$ cat src/rtl/ser_pkg.sv
package ser_pkg;
   typedef enum logic {
      MODE_LINE = 1'b0,
      MODE_WRAP = 1'b1
   } tx_mode_e;

   function automatic int clog2_min1(input int n);
      int r;
      r = 0;
      while ((1 << r) < n) r++;
      return (r < 1) ? 1 : r;
   endfunction
endpackage

$ cat src/rtl/ser_slot_cnt.sv
module ser_slot_cnt #(
   parameter int SLOTS = 20
) (
   input  logic clk,
   input  logic rst,
   input  logic bit_en,
   output logic start
);
   localparam int CW = ser_pkg::clog2_min1(SLOTS);
   localparam logic [CW-1:0] LAST = CW'(SLOTS - 1);

   generate
      if (SLOTS < 2) begin : g_bad
         $error("ser_slot_cnt: SLOTS must be at least 2");
      end
   endgenerate

   logic [CW-1:0] cnt_q;

   assign start = bit_en && (cnt_q == '0);

   always_ff @(posedge clk) begin
      if (rst) begin
         cnt_q <= '0;
      end else if (bit_en) begin
         cnt_q <= (cnt_q == LAST) ? '0 : cnt_q + 1'b1;
      end
   end
endmodule

$ cat src/rtl/ser_shifter.sv
module ser_shifter #(
   parameter int WORD_W    = 20,
   parameter bit LSB_FIRST = 1'b1
) (
   input  logic              clk,
   input  logic              rst,
   input  logic              bit_en,
   input  logic              load,
   input  logic [WORD_W-1:0] word,
   output logic              nxt_bit
);
   localparam int RW = WORD_W - 1;

   generate
      if (WORD_W < 2) begin : g_bad
         $error("ser_shifter: WORD_W must be at least 2");
      end
   endgenerate

   logic [RW-1:0] rest_q;
   logic [RW-1:0] rest_d;
   logic          head;

   generate
      if (LSB_FIRST) begin : g_lsb
         assign head = load ? word[0] : rest_q[0];
         always_comb begin
            if (load) rest_d = word[WORD_W-1:1];
            else      rest_d = {1'b0, rest_q[RW-1:1]};
         end
      end else begin : g_msb
         assign head = load ? word[WORD_W-1] : rest_q[RW-1];
         always_comb begin
            if (load) rest_d = word[WORD_W-2:0];
            else      rest_d = {rest_q[RW-2:0], 1'b0};
         end
      end
   endgenerate

   assign nxt_bit = head;

   always_ff @(posedge clk) begin
      if (rst)         rest_q <= '0;
      else if (bit_en) rest_q <= rest_d;
   end
endmodule

$ cat src/rtl/ser_route.sv
module ser_route (
   input  logic clk,
   input  logic rst,
   input  logic bit_en,
   input  logic start,
   input  logic wrap_req,
   input  logic bit_in,
   output logic wrap_act,
   output logic line_p,
   output logic line_n,
   output logic loop_o
);
   import ser_pkg::*;

   tx_mode_e mode_q;
   tx_mode_e mode_now;
   logic     lp_q, ln_q, lb_q;

   assign mode_now = start ? tx_mode_e'(wrap_req) : mode_q;

   always_ff @(posedge clk) begin
      if (rst) begin
         mode_q <= MODE_LINE;
         lp_q   <= 1'b0;
         ln_q   <= 1'b1;
         lb_q   <= 1'b0;
      end else if (bit_en) begin
         mode_q <= mode_now;
         if (mode_now == MODE_WRAP) begin
            lp_q <= 1'b1;
            ln_q <= 1'b0;
            lb_q <= bit_in;
         end else begin
            lp_q <= bit_in;
            ln_q <= ~bit_in;
            lb_q <= 1'b0;
         end
      end
   end

   assign wrap_act = (mode_q == MODE_WRAP);
   assign line_p   = lp_q;
   assign line_n   = ln_q;
   assign loop_o   = lb_q;
endmodule

$ cat src/rtl/ser_wrap_tx.sv
module ser_wrap_tx #(
   parameter int CHAR_W    = 10,
   parameter int CHARS     = 2,
   parameter bit LSB_FIRST = 1'b1
) (
   input  logic                    clk,
   input  logic                    rst,
   input  logic                    bit_en,
   input  logic [CHAR_W*CHARS-1:0] word_in,
   input  logic                    wrap_en,
   output logic                    word_take,
   output logic                    line_p,
   output logic                    line_n,
   output logic                    loop_out
);
   localparam int WORD_W = CHAR_W * CHARS;

   generate
      if (CHAR_W < 1 || CHARS < 1 || WORD_W < 2) begin : g_bad
         $error("ser_wrap_tx: word must hold at least two bits");
      end
   endgenerate

   logic start;
   logic nbit;
   logic wrap_act;

   ser_slot_cnt #(.SLOTS(WORD_W)) u_cnt (
      .clk(clk), .rst(rst), .bit_en(bit_en), .start(start)
   );

   ser_shifter #(.WORD_W(WORD_W), .LSB_FIRST(LSB_FIRST)) u_shf (
      .clk(clk), .rst(rst), .bit_en(bit_en), .load(start),
      .word(word_in), .nxt_bit(nbit)
   );

   ser_route u_rt (
      .clk(clk), .rst(rst), .bit_en(bit_en), .start(start),
      .wrap_req(wrap_en), .bit_in(nbit), .wrap_act(wrap_act),
      .line_p(line_p), .line_n(line_n), .loop_o(loop_out)
   );

   assign word_take = start;
endmodule

$ cat config.mk
export PLATFORM = sky130hd
export DESIGN_NAME = ser_wrap_tx
export DESIGN_NICKNAME = d
export VERILOG_FILES = /design/src/rtl/ser_pkg.sv /design/src/rtl/ser_slot_cnt.sv /design/src/rtl/ser_shifter.sv /design/src/rtl/ser_route.sv /design/src/rtl/ser_wrap_tx.sv
export SDC_FILE = /design/constraint.sdc
export NUM_CORES = 1
export LEC_CHECK = 0
export ABC_AREA = 0
export BUFFER_PORTS_ARGS = -buffer_cell sky130_fd_sc_hd__buf_2
export CORE_ASPECT_RATIO = 0.8
export CORE_MARGIN = 5
export CORE_UTILIZATION = 30
export DETAILED_ROUTE_END_ITERATION = 8
export GPL_ROUTABILITY_DRIVEN = 1
export HOLD_SLACK_MARGIN = 0.03
export PLACE_DENSITY = 0.46
export SYNTH_ARGS = -nofsm -noshare
export SYNTH_HDL_FRONTEND = slang
export SYNTH_HIERARCHICAL = 1
export SYNTH_SLANG_ARGS = --single-unit
$ cat constraint.sdc
create_clock -name clk -period 3.7 [get_ports clk]
set_input_delay 0.74 -clock clk [delete_from_list [all_inputs] [get_ports clk]]
set_output_delay 0.74 -clock clk [all_outputs]
set_load 0.005 [all_outputs]
==> results.cfg <==
[sta]
worst_pin_slew_ns = 0.5094
fmax_mhz = 434.8
setup_viol = 0
finalHoldViolCount = 0
fin_crit_sh = 0.6217
clock_skew_ns = 0.007952
fin_crit_ns = 2.300
rsz0062_at_grt = no
setup_tns_ns = 0
maxSlewHeadroom = 0.6604
drv_slew = 0

[grt]
grt_pass1_wl_um = 4257
grt_pass1_vias = 903
antenna_found_initial = 0
grt_max_degree = 53
overflow = 0
grt.total_usage = 0.09845

[worst_setup_path]
reg2reg_depth = 7
crit_path_max_incr_delay_ns = 0.36
critPathLaunch = u_cnt/cnt_q[0]
cp_max_fo = 22
cp_cell_sequence = inv_1 -> ha_1 -> and4b_2 -> buf_4 -> buf_2
cp-end-kind = primary output
r2r-end = u_rt/line_n
worst_ep_required_time_ns = 2.96
startpoint_type = flip-flop
r2r_slack_ns = 1.86
critPathKind = reg2out
path_depth = 5
crit_family = buffers and inverters
cp.buffers_inverters = 3
timing.rr.start = u_cnt/cnt_q[0]
worstPathArrival_ns = 1.56
slowest_stage = dfxtp_1

[drt]
drc_errors = 0
antenna_left = 0
wl_met2_um = 1134
wl_um = 2584
num_vias = 958
drt-initial-drc-count = 36
wl_per_cell_um = 12.30
route.met3.wl_um = 115
wirelength_met1_um = 1317
viasPerCell = 4.562
top_layer_used = met4
drtPass1Iterations = 4

[placement]
routabilityCongestion = 0.6732
dp_hpwl_um = 1771
numPortBuffers = 27

[synth]
synth_nets = 155
synth.area.top_cells = dfxtp_1, mux2i_1, a211oi_1
synth_area_per_cell_um2 = 9.835
synth.ff_latch_count = 28
yosys.area.top_type = dfxtp_1
ys_seq_area_frac = 0.4418
synth_top_area_share = 0.4418
netlist_instances = 129
synth_warnings = 6
synthesis.area_um2 = 1269
synth_cell_types = 28

[power_and_ir_drop]
power.leakage_nw = 0.6124
vdd_drop_max_uv = 232.6
power.density_nw_per_um2 = 450.9

[clocking]
cts_hold_buf = 0
cts.sinks = 28
cts.clk_slew.worst_paths_ns = 0.10
cts-resized-gates = 0
root_buffer = clkbuf_8
post-cts-setup-buffers = 0
numCtsBuffers = 3
clk_latency_ns = 0.27
clock_path_buffers = 2
tritoncts = done
htreeDepth = 1

[cells_and_area]
post-route-util = 0.3628
fillCellCount = 440
layout-drive-gt1-share = 0.2353
area_growth_pct = 17.95
mostFrequentLayoutCells = dfxtp_1, buf_2, nor2_1
final_common_cell = dfxtp_1
num_antenna_cells = 0
multi_input_area_um2 = 631.9
ff_latch_area_um2 = 560.5
finalNetCount = 180

[hold_path]
min_path_type = reg2reg
whs_path_depth = 2
min_from = u_shf/rest_q[18]
hold_end = u_shf/rest_q[18]

[floorplan]
coreArea_um2 = 4125
row_count = 21
ios = 28
die_x_um = 82.71
start_util = 0.3076
die_h_um = 68.17
die_area_um2 = 5638

[run]
maxCapViolations = 0

[status]
status = finished clean
## final cells by class
type | instances | area share
inverters | 3 | 0.007525
well taps | 57 | 0.04766
multi-input cells | 89 | 0.4222
clock inverters | 1 | 0.02007
flip-flops and latches | 28 | 0.3746
clock buffers | 3 | 0.02759
repair buffers | 29 | 0.1003
## power breakdown
part	total, mW	switching, mW	internal (mW)
logic	0.103	0.0531	0.0502
registers	0.334	0.0117	0.322
clock network	0.237	0.0925	0.145
## flip-flops by register name, indices dropped and copies added (netlist names)
| signal | cells |
|---|---|
| u_cnt/cnt_q | 5 |
| u_rt/wrap_act | 1 |
| u_rt/line_n | 1 |
| u_rt/loop_o | 1 |
| u_shf/rest_q | 19 |
| u_rt/line_p | 1 |
## cells in the mapped netlist
master    instances
mux2i_1          20
o31ai_1           1
o21ai_0           1
a21oi_1           2
and4b_2           1
a41o_1            1
a211oi_1         19
buf_4             3
and2b_2           1
buf_6             2
nor2b_1           2
and4b_1           1
inv_1             3
nor2_1           25
mux2_2            1
or3b_1            1
nand2b_1          1
xor2_1            2
nand2_1           2
dfxtp_1          28
o21ai_1           1
a311oi_1          1
ha_1              2
xnor2_1           1
nand4_1           1
a311o_1           1
nand3_1           1
buf_2             4
## cells by family after synthesis
| group | count (synthesis) | share of synthesized area |
|---|---|---|
| XOR/XNOR | 3 | 0.02071 |
| buffers and inverters | 12 | 0.06016 |
| AO/OA/AOI/OAI | 27 | 0.1568 |
| adder cells (fa/ha/maj) | 2 | 0.01972 |
| AND/OR/NAND/NOR | 36 | 0.1341 |
| flip-flops | 28 | 0.4418 |
| multiplexers | 21 | 0.1667 |
## how the worst max path moves through the flow
stage	end	slack [ns]
2_1_floorplan	u_rt/line_n	1.75
3_3_place_gp	word_take	1.41
3_5_place_dp	word_take	1.40
4_1_cts	word_take	1.36
5_1_grt	word_take	1.29
6_report	word_take	1.40
## worst register-to-register path: cells and delay by family, from the launching register on
| kind | cells | cell delay [ns] |
|---|---|---|
| flops | 1 | 0.40 |
| buf+inv | 3 | 0.34 |
| fa+ha+maj | 1 | 0.19 |
| simple gates | 1 | 0.21 |
| mux | 1 | 0.28 |
| compound gates | 1 | 0.30 |
## through the flow
stage / std cells / power, mW / cell area (µm²) / setup WS [ns] / hold WS (ns)
floorplan: 129 / 0.4182 / 1269 / 1.746 / 0.4445
global placement: 206 / 0.4424 / 1425 / 1.405 / 0.4561
detailed placement: 206 / 0.4457 / 1425 / 1.396 / 0.4679
CTS: 210 / 0.6896 / 1496 / 1.361 / 0.4830
global route: 210 / 0.7144 / 1496 / 1.290 / 0.5061
finish: 210 / 0.6747 / 1496 / 1.400 / 0.4818
## layer usage
layer / up-vias / track usage
met5: - / 0
met4: 0 / 0.01837
met3: 2 / 0.03553
met2: 14 / 0.1600
met1: 433 / 0.1266
li1: 509 / -
(Power assumes the default switching activity.)
